## src/rtl/asym_ram_pkg.sv

```systemverilog
package asym_ram_pkg;

    // Bit offset of a narrow lane inside the wide word; lane 0 sits at the top.
    function automatic int slice_lsb(input int lane, input int lanes, input int nw);
        return (lanes - 1 - lane) * nw;
    endfunction

endpackage

```

## src/rtl/asym_ram_addr_split.sv

```systemverilog
module asym_ram_addr_split #(
    parameter  int SHIFT = 1,
    parameter  int ROWW  = 4,
    localparam int LANES = 1 << SHIFT,
    localparam int AW    = ROWW + SHIFT
) (
    input  logic [AW-1:0]    addr,
    output logic [ROWW-1:0]  row,
    output logic [LANES-1:0] lane_sel
);

    // Upper bits select the row, the low SHIFT bits pick one bank.
    assign row      = addr[AW-1:SHIFT];
    assign lane_sel = LANES'(1) << addr[SHIFT-1:0];

endmodule

```

## src/rtl/asym_ram_bank.sv

```systemverilog
module asym_ram_bank #(
    parameter  int NW    = 8,
    parameter  int ROWW  = 4,
    localparam int DEPTH = 1 << ROWW
) (
    input  logic            clk,
    input  logic            we,
    input  logic [ROWW-1:0] wrow,
    input  logic [NW-1:0]   wdata,
    input  logic [ROWW-1:0] rrow,
    output logic [NW-1:0]   rdata
);

    logic [NW-1:0] cells [DEPTH];

    // Nonblocking update: a same-edge read sees the previous contents.
    always_ff @(posedge clk) begin
        if (we) begin
            cells[wrow] <= wdata;
        end
        rdata <= cells[rrow];
    end

endmodule

```

## src/rtl/asym_ram_rd_select.sv

```systemverilog
module asym_ram_rd_select #(
    parameter  int NW    = 8,
    parameter  int SHIFT = 1,
    localparam int LANES = 1 << SHIFT
) (
    input  logic                      clk,
    input  logic [LANES-1:0]          lane_sel,
    input  logic [LANES-1:0][NW-1:0]  bank_q,
    output logic [NW-1:0]             data
);

    // The lane choice is delayed to line up with the registered bank output.
    logic [LANES-1:0] sel_q;

    always_ff @(posedge clk) begin
        sel_q <= lane_sel;
    end

    always_comb begin
        data = '0;
        for (int l = 0; l < LANES; l++) begin
            if (sel_q[l]) begin
                data = data | bank_q[l];
            end
        end
    end

endmodule

```

## src/rtl/asym_ram_rd_concat.sv

```systemverilog
module asym_ram_rd_concat #(
    parameter  int NW    = 8,
    parameter  int LANES = 4,
    localparam int WW    = NW * LANES
) (
    input  logic [LANES-1:0][NW-1:0] bank_q,
    output logic [WW-1:0]            data
);

    for (genvar l = 0; l < LANES; l++) begin : g_lane
        assign data[asym_ram_pkg::slice_lsb(l, LANES, NW) +: NW] = bank_q[l];
    end

endmodule

```

## src/rtl/asym_sdp_ram.sv

```systemverilog
module asym_sdp_ram #(
    parameter  int NW         = 8,
    parameter  int NAW        = 6,
    parameter  int SHIFT      = 2,
    parameter  bit WIDE_WRITE = 1'b0,
    localparam int LANES      = 1 << SHIFT,
    localparam int WW         = NW * LANES,
    localparam int ROWW       = NAW - SHIFT,
    localparam int WRAW       = WIDE_WRITE ? ROWW : NAW,
    localparam int WDW        = WIDE_WRITE ? WW : NW,
    localparam int RDAW       = WIDE_WRITE ? NAW : ROWW,
    localparam int RDW        = WIDE_WRITE ? NW : WW
) (
    input  logic            clk,
    input  logic            wr_en,
    input  logic [WRAW-1:0] wr_addr,
    input  logic [WDW-1:0]  wr_data,
    input  logic [RDAW-1:0] rd_addr,
    output logic [RDW-1:0]  rd_data
);

    logic [ROWW-1:0]          wr_row;
    logic [LANES-1:0]         wr_sel;
    logic [ROWW-1:0]          rd_row;
    logic [LANES-1:0][NW-1:0] bank_wd;
    logic [LANES-1:0][NW-1:0] bank_q;

    // Write side: a narrow write enables one bank, a wide write enables all.
    if (!WIDE_WRITE && SHIFT > 0) begin : g_wr_narrow
        asym_ram_addr_split #(
            .SHIFT (SHIFT),
            .ROWW  (ROWW)
        ) u_wr_split (
            .addr     (wr_addr),
            .row      (wr_row),
            .lane_sel (wr_sel)
        );
    end else begin : g_wr_wide
        assign wr_row = wr_addr;
        assign wr_sel = '1;
    end

    // Bank array: one narrow bank per lane.
    for (genvar l = 0; l < LANES; l++) begin : g_bank
        if (WIDE_WRITE) begin : g_wide_slice
            assign bank_wd[l] = wr_data[asym_ram_pkg::slice_lsb(l, LANES, NW) +: NW];
        end else begin : g_narrow_copy
            assign bank_wd[l] = wr_data[NW-1:0];
        end

        asym_ram_bank #(
            .NW   (NW),
            .ROWW (ROWW)
        ) u_bank (
            .clk   (clk),
            .we    (wr_en & wr_sel[l]),
            .wrow  (wr_row),
            .wdata (bank_wd[l]),
            .rrow  (rd_row),
            .rdata (bank_q[l])
        );
    end

    // Read side: a narrow read muxes one bank, a wide read concatenates all.
    if (WIDE_WRITE && SHIFT > 0) begin : g_rd_narrow
        logic [LANES-1:0] rd_sel;

        asym_ram_addr_split #(
            .SHIFT (SHIFT),
            .ROWW  (ROWW)
        ) u_rd_split (
            .addr     (rd_addr),
            .row      (rd_row),
            .lane_sel (rd_sel)
        );

        asym_ram_rd_select #(
            .NW    (NW),
            .SHIFT (SHIFT)
        ) u_rd_select (
            .clk      (clk),
            .lane_sel (rd_sel),
            .bank_q   (bank_q),
            .data     (rd_data)
        );
    end else begin : g_rd_wide
        assign rd_row = rd_addr;

        asym_ram_rd_concat #(
            .NW    (NW),
            .LANES (LANES)
        ) u_rd_concat (
            .bank_q (bank_q),
            .data   (rd_data)
        );
    end

endmodule

```

## config.mk

```make
export PLATFORM = sky130hd
export DESIGN_NAME = asym_sdp_ram
export DESIGN_NICKNAME = d
export VERILOG_FILES = /design/src/rtl/asym_ram_pkg.sv /design/src/rtl/asym_ram_addr_split.sv /design/src/rtl/asym_ram_bank.sv /design/src/rtl/asym_ram_rd_select.sv /design/src/rtl/asym_ram_rd_concat.sv /design/src/rtl/asym_sdp_ram.sv
export SDC_FILE = /design/constraint.sdc
export NUM_CORES = 1
export LEC_CHECK = 0
export BUFFER_PORTS_ARGS = -buffer_cell sky130_fd_sc_hd__buf_2
export CAP_MARGIN = 0
export CORE_MARGIN = 2
export CORE_UTILIZATION = 45
export CTS_CLUSTER_DIAMETER = 150
export DETAILED_ROUTE_END_ITERATION = 16
export GPL_TIMING_DRIVEN = 0
export PLACE_DENSITY = 0.68
export SLEW_MARGIN = 10
export SYNTH_ARGS = -nofsm -noshare
export SYNTH_HDL_FRONTEND = slang
export SYNTH_SLANG_ARGS = --single-unit
```

## constraint.sdc

```tcl
create_clock -name clk -period 3.85 [get_ports clk]
set_clock_uncertainty 0.2 [all_clocks]
set_input_delay 0.77 -clock clk [delete_from_list [all_inputs] [get_ports clk]]
set_output_delay 0.77 -clock clk [all_outputs]
set_load 0.01 [all_outputs]
```

**Word level (Yosys, flattened, before mapping)**

Memories as Yosys holds them, arrays and structs flattened. A register that Yosys moved wholly into a read port is not among the register bits.
Index checks and enable logic that the tools add are counted.

- Memories: 4
- Bits in writable memories: 512
- Output and inout port bits: 32
- Register bits after elaboration: 0
- Logic and storage cells: 17
- Input bits: 20

- Multiplexer cells: 8
- Shift-type cells: 1
- Bitwise operators: 4

Memories:

| memory | words | width | rd ports | clocked after memory_dff | wr ports | RTL line | RTL |
|---|---|---|---|---|---|---|---|
| g_bank[0].u_bank.cells | 16 | 8 | 1 | 1 | 1 | asym_ram_bank.sv:14 | `logic [NW-1:0] cells [DEPTH];` |
| g_bank[1].u_bank.cells | 16 | 8 | 1 | 1 | 1 | asym_ram_bank.sv:14 |  |
| g_bank[2].u_bank.cells | 16 | 8 | 1 | 1 | 1 | asym_ram_bank.sv:14 |  |
| g_bank[3].u_bank.cells | 16 | 8 | 1 | 1 | 1 | asym_ram_bank.sv:14 |  |

Operators with widths:

| cell | number |
|---|---|
| two-way mux 1 bit | 8 |
| AND 1 bit | 4 |
| left shift 1 x 2 -> 4 bit (first input constant) | 1 |

**Longest topological paths before layout**

- Depth in word-level cells: 4
- Mapped depth: 5
- Mapped depth without buffers: 3

**Modules after synthesis**

Synthesis repeated with hierarchy kept, for this count alone.

- Cell total of the unflattened synthesis: 960
- Area total of the unflattened synthesis: 20,911.3 um2

By module, submodules not included:

| module | instances | sequential area each (um2) | area each (um2) | cells an instance |
|---|---|---|---|---|
| asym_ram_bank | 4 | 4,003.8 | 5,147.4 | 229 |
| asym_ram_rd_concat | 1 | 0.0 | 240.2 | 32 |
| asym_ram_addr_split | 1 | 0.0 | 56.3 | 8 |
| asym_sdp_ram | 1 | 0.0 | 25.0 | 4 |

**Worst setup path before layout**

No wires, ideal clock.

- Path type: in2reg
- From: in wr_addr[0]
- To: mem g_bank[0].u_bank.cells[8][0] (enable)
- Data required time: 3.280 ns
- Arrival: 1.967 ns
- Setup time: 0.370 ns
- Cell stages on the path: 4
- Setup slack: 1.313 ns
- Path buffers: 2
- Cells stage by stage: or3b_2 > clkbuf_1 > clkbuf_1 > nor2_1

- Longest elaborated chain between the ends: 4

Ends and longest elaborated chain:

| what | RTL line | RTL |
|---|---|---|
| start, declared | asym_sdp_ram.sv:16 | `input logic [WRAW-1:0] wr_addr,` |
| left shift 1 x 2 -> 4 bit | asym_ram_addr_split.sv:14 | `assign lane_sel = LANES'(1) << addr[SHIFT-1:0];` |
| AND 1 bit | asym_sdp_ram.sv:56 | `.we (wr_en & wr_sel[l]),` |
| two-way mux 1 bit | asym_ram_bank.sv:18 | `if (we) begin` |
| two-way mux 1 bit (not written as such) | asym_ram_bank.sv:19 | `cells[wrow] <= wdata;` |
| end, declared | asym_ram_bank.sv:14 |  |

Every way passes these cells.

**Final worst setup path**

- From: in wr_addr[0]
- To: mem g_bank[0].u_bank.cells[15][3] (enable)

Same word-level chain as after synthesis.

==> results <==
- Dividing the detail-routed wire length by the instance count gives 26.2 µm.
- The number of DRC markers in iteration 0 is 938.
- Across the VDD grid, the largest voltage drop is 380 µV.
- Counting the buffers created by CTS gives 53.
- In this design, the stage delay of the slowest critical-path cell is 0.74 ns.
- The worst register-to-register path ends at g_bank[2].u_bank.rdata[7]$_DFF_P_.
- Pin placement for this block handled 52 I/O pins.
- In this run the core area contains 77 standard-cell rows.
- For this run the aggregate overflow at the end of global routing stands at 0.
- Data on the critical path arrives at its endpoint at 2.68 ns.
- The area growth from synthesis to layout is 13.5%.
- The clock tree root buffer cell is sky130_fd_sc_hd__clkbuf_16.
- For this configuration, the core starts out at a cell density of 45.6%.
- Of all cell types, the one taking the most synthesized area is sky130_fd_sc_hd__edfxtp_1.
- Cells with a size suffix above 1 make up 26.1% of the layout.
- Setup slack closes at 1.17 ns.
- The setup slack on the worst flop-to-flop path is 2.17 ns.
- The area of the core region is 0.0441 mm².
- The power per standard cell area is 532 mW/mm².
- TritonCTS built the clock tree.
- The number of synthesized register bits is 544.
- The number of different library cells used by synthesis comes to 16.
- The clock transition time at the flip-flop clock pins of the worst setup and hold paths is 0.06 ns.
- The type of the worst setup path is in2reg.
- The total via count after detailed routing is 9445.
- The top cell types in the final layout, fill and taps aside, are sky130_fd_sc_hd__edfxtp_1 (512), sky130_fd_sc_hd__mux4_2 (128), sky130_fd_sc_hd__nor2_1 (67).
- For this run, the number of standard cells in the final layout without fillers is 1652.
- The dominant cell type by count on the critical path is sky130_fd_sc_hd__clkbuf_1.
- After detailed routing, the total wire length is 43400 µm.
- The detailed-route vias per instance is 5.72.
- The clock period minus worst slack is 2.68 ns.
- The cell area after synthesis is 0.0201 mm².
- The most common cell after layout, fill and taps aside is sky130_fd_sc_hd__edfxtp_1.
- The worst register-to-register path has a depth of 3.
- The cts-stage hold buffer count is 0.
- After technology mapping, the gate count stands at 910.
- The number of max-cap violations is 0.
- The clock passes through at most 3 buffers.
- The first global-routing pass estimated 63500 µm of wire.
- The leakage power is 7.20 nW.
- The setup TNS is 0 ns.
- The maximum fanout along the worst path is 10.
- The die is 215 µm tall.
- The synthesized net count is 930.
- Ranked by total cell area, the synthesized netlist is headed by sky130_fd_sc_hd__edfxtp_1 (76%), sky130_fd_sc_hd__mux4_2 (14%), sky130_fd_sc_hd__dfxtp_1 (3.2%).
- The class of the tightest hold or removal check is in2reg.
- The count of buffers added on input and output ports is 49.
- The post-cts sizing count is 0.
- The fraction of the yosys area taken by sequential cells is 79.6%.
- Data on the critical path is required at its endpoint by 3.85 ns.
- The number of global-route vias before repair was 9532.
- The layout net count is 1035.
- Of the post-synthesis cell area, the dominant cell type holds 76.4%.
- The final worst-path cycle share is 69.6%.
- Global routing used 18.9% of the available tracks.
- The slew at the pin closest to its max-slew limit is 1.22 ns.
- Setup violations remaining at the end of the flow were counted as 0.
- Buffers added to address setup during post-CTS repair amount to 0.
- Entering global routing, the biggest net connects 65 pins.
- The worst reg2reg path startpoint is g_bank[2].u_bank.cells[8][7]$_DFFE_PP_.
- The total chip power is 12.1 mW.
- The startpoint identified for the worst hold timing path is wr_data[5].
- Once detail routing completed, the nets flagged for antenna violations numbered 0.
- The flow ran to the end, and the final reports show no timing, DRC or antenna violations.
- Dividing the synthesized area by the synthesized cell count gives 22.1 µm².
- The overall die width is 215 µm.
- The total count of hold-check failures in the final report is 0.
- The clock insertion delay at the later pin of the skew report is 0.58 ns.
- The worst max-slew margin expressed relative to the limit is 18.6%.
- The placed wire-length estimate is 26400 µm.
- The worst setup path is launched from an input port.
- The count of TritonRoute iterations in the first routing pass is 5.
- Counting tap cells, the placed design contains a total of 1551 instances.
- Timing would allow up to 373 MHz.
- The number of warnings reported in the yosys synthesis log is 0.
- The number of clock sinks is 544.
- The number of slew-limit violations in the final report is 0.
- The initial antenna violation count came to 4.
- On the final layout, the worst hold slack is 0.443 ns.
- The sort of element at the end of the critical path is a flop.
- For this run, design rule violations remaining after detail routing come to 0.
- The H-tree depth reported by CTS is 2.
- At the placement stage, the worst setup path has a slack of 0.584 ns.
- Counting instances, the worst hold path has a depth of 1.
- The highest-delay cell along the critical path is sky130_fd_sc_hd__nor2_1.
- The end of the worst hold path is g_bank[3].u_bank.cells[5][5]$_DFFE_PP_.
- The final weighted congestion in routability-driven placement is 0.781.
- The floorplan die area is 0.0464 mm².
- Setup repair after global routing left no endpoint under its margin.
- Traced cell by cell, the critical path runs through buf_2, or3b_2, clkbuf_1, clkbuf_1, nor2_1.
-- final cells by class --
cell class / count / area [µm²]
clock buffers: 77 / 1520
multi-input cells: 318 / 3880
flip-flops and latches: 544 / 16000
well taps: 592 / 741
repair buffers: 50 / 270
fillers: 3474 / 21300
diodes: 4 / 10.0
plain buffers: 48 / 224
clock inverters: 19 / 170
-- critical path: cells and delay by family --
kind                   cells  cell delay, ns
AND/OR/NAND/NOR            2            1.28
buffers and inverters      3            0.64
-- cells in the mapped netlist, drive strengths merged --
cell type / count
clkbuf: 22
or3b: 1
nand3: 7
nor2b: 6
edfxtp: 512
buf: 26
a22oi: 64
and2: 1
nor2: 67
dfxtp: 32
nand3b: 2
nand4: 1
mux4: 128
nand2: 41
-- registers in the layout, summed over array words and instances (netlist names) --
signal	flops
g_bank.u_bank.cells	512
g_bank.u_bank.rdata	32
-- cells by family (layout without fill, tap and decap cells) --
kind of cell | after synthesis | in the layout | share of synthesized area, %
buffers and inverters | 48 | 194 | 1.11
AND/OR/NAND/NOR | 126 | 126 | 2.56
flip-flops | 544 | 544 | 79.6
AO/OA/AOI/OAI | 64 | 64 | 2.39
other | 0 | 4 | 0
multiplexers | 128 | 128 | 14.3
-- where the power goes --
part           total [mW]  switching [mW]  internal [mW]
Sequential           6.56          0.0161           6.54
Clock                5.02            2.10           2.92
Combinational       0.567           0.361          0.206
-- through the flow --
step                utilization, %  cell area [µm²]
finish                        51.7            22800
global route                  51.7            22800
CTS                           51.6            22800
detailed placement            47.8            21100
global placement              47.8            21100
floorplan                        -            20100
-- layer usage --
metal / global-route usage [%] / up-vias / wire, µm
li1: - / 4004 / -
met1: 26.6 / 4948 / 17600
met2: 30.1 / 414 / 21200
met3: 3.40 / 77 / 3330
met4: 6.67 / 2 / 1160
met5: 0 / - / 8
-- worst max path at each step --
stage          startpoint                                      end  slack [ns]  depth (start not counted)
2_1_floorplan  wr_addr[0]   g_bank[0].u_bank.cells[8][0]$_DFFE_PP_        1.31                          4
3_3_place_gp   wr_addr[0]  g_bank[0].u_bank.cells[12][6]$_DFFE_PP_        0.66                          5
3_5_place_dp   wr_addr[0]   g_bank[0].u_bank.cells[7][4]$_DFFE_PP_        0.58                          5
4_1_cts        wr_addr[0]   g_bank[0].u_bank.cells[7][3]$_DFFE_PP_        1.20                          5
5_1_grt        wr_addr[0]  g_bank[0].u_bank.cells[14][3]$_DFFE_PP_        1.10                          5
6_report       wr_addr[0]  g_bank[0].u_bank.cells[15][3]$_DFFE_PP_        1.17                          5
(Power assumes the default switching activity.)
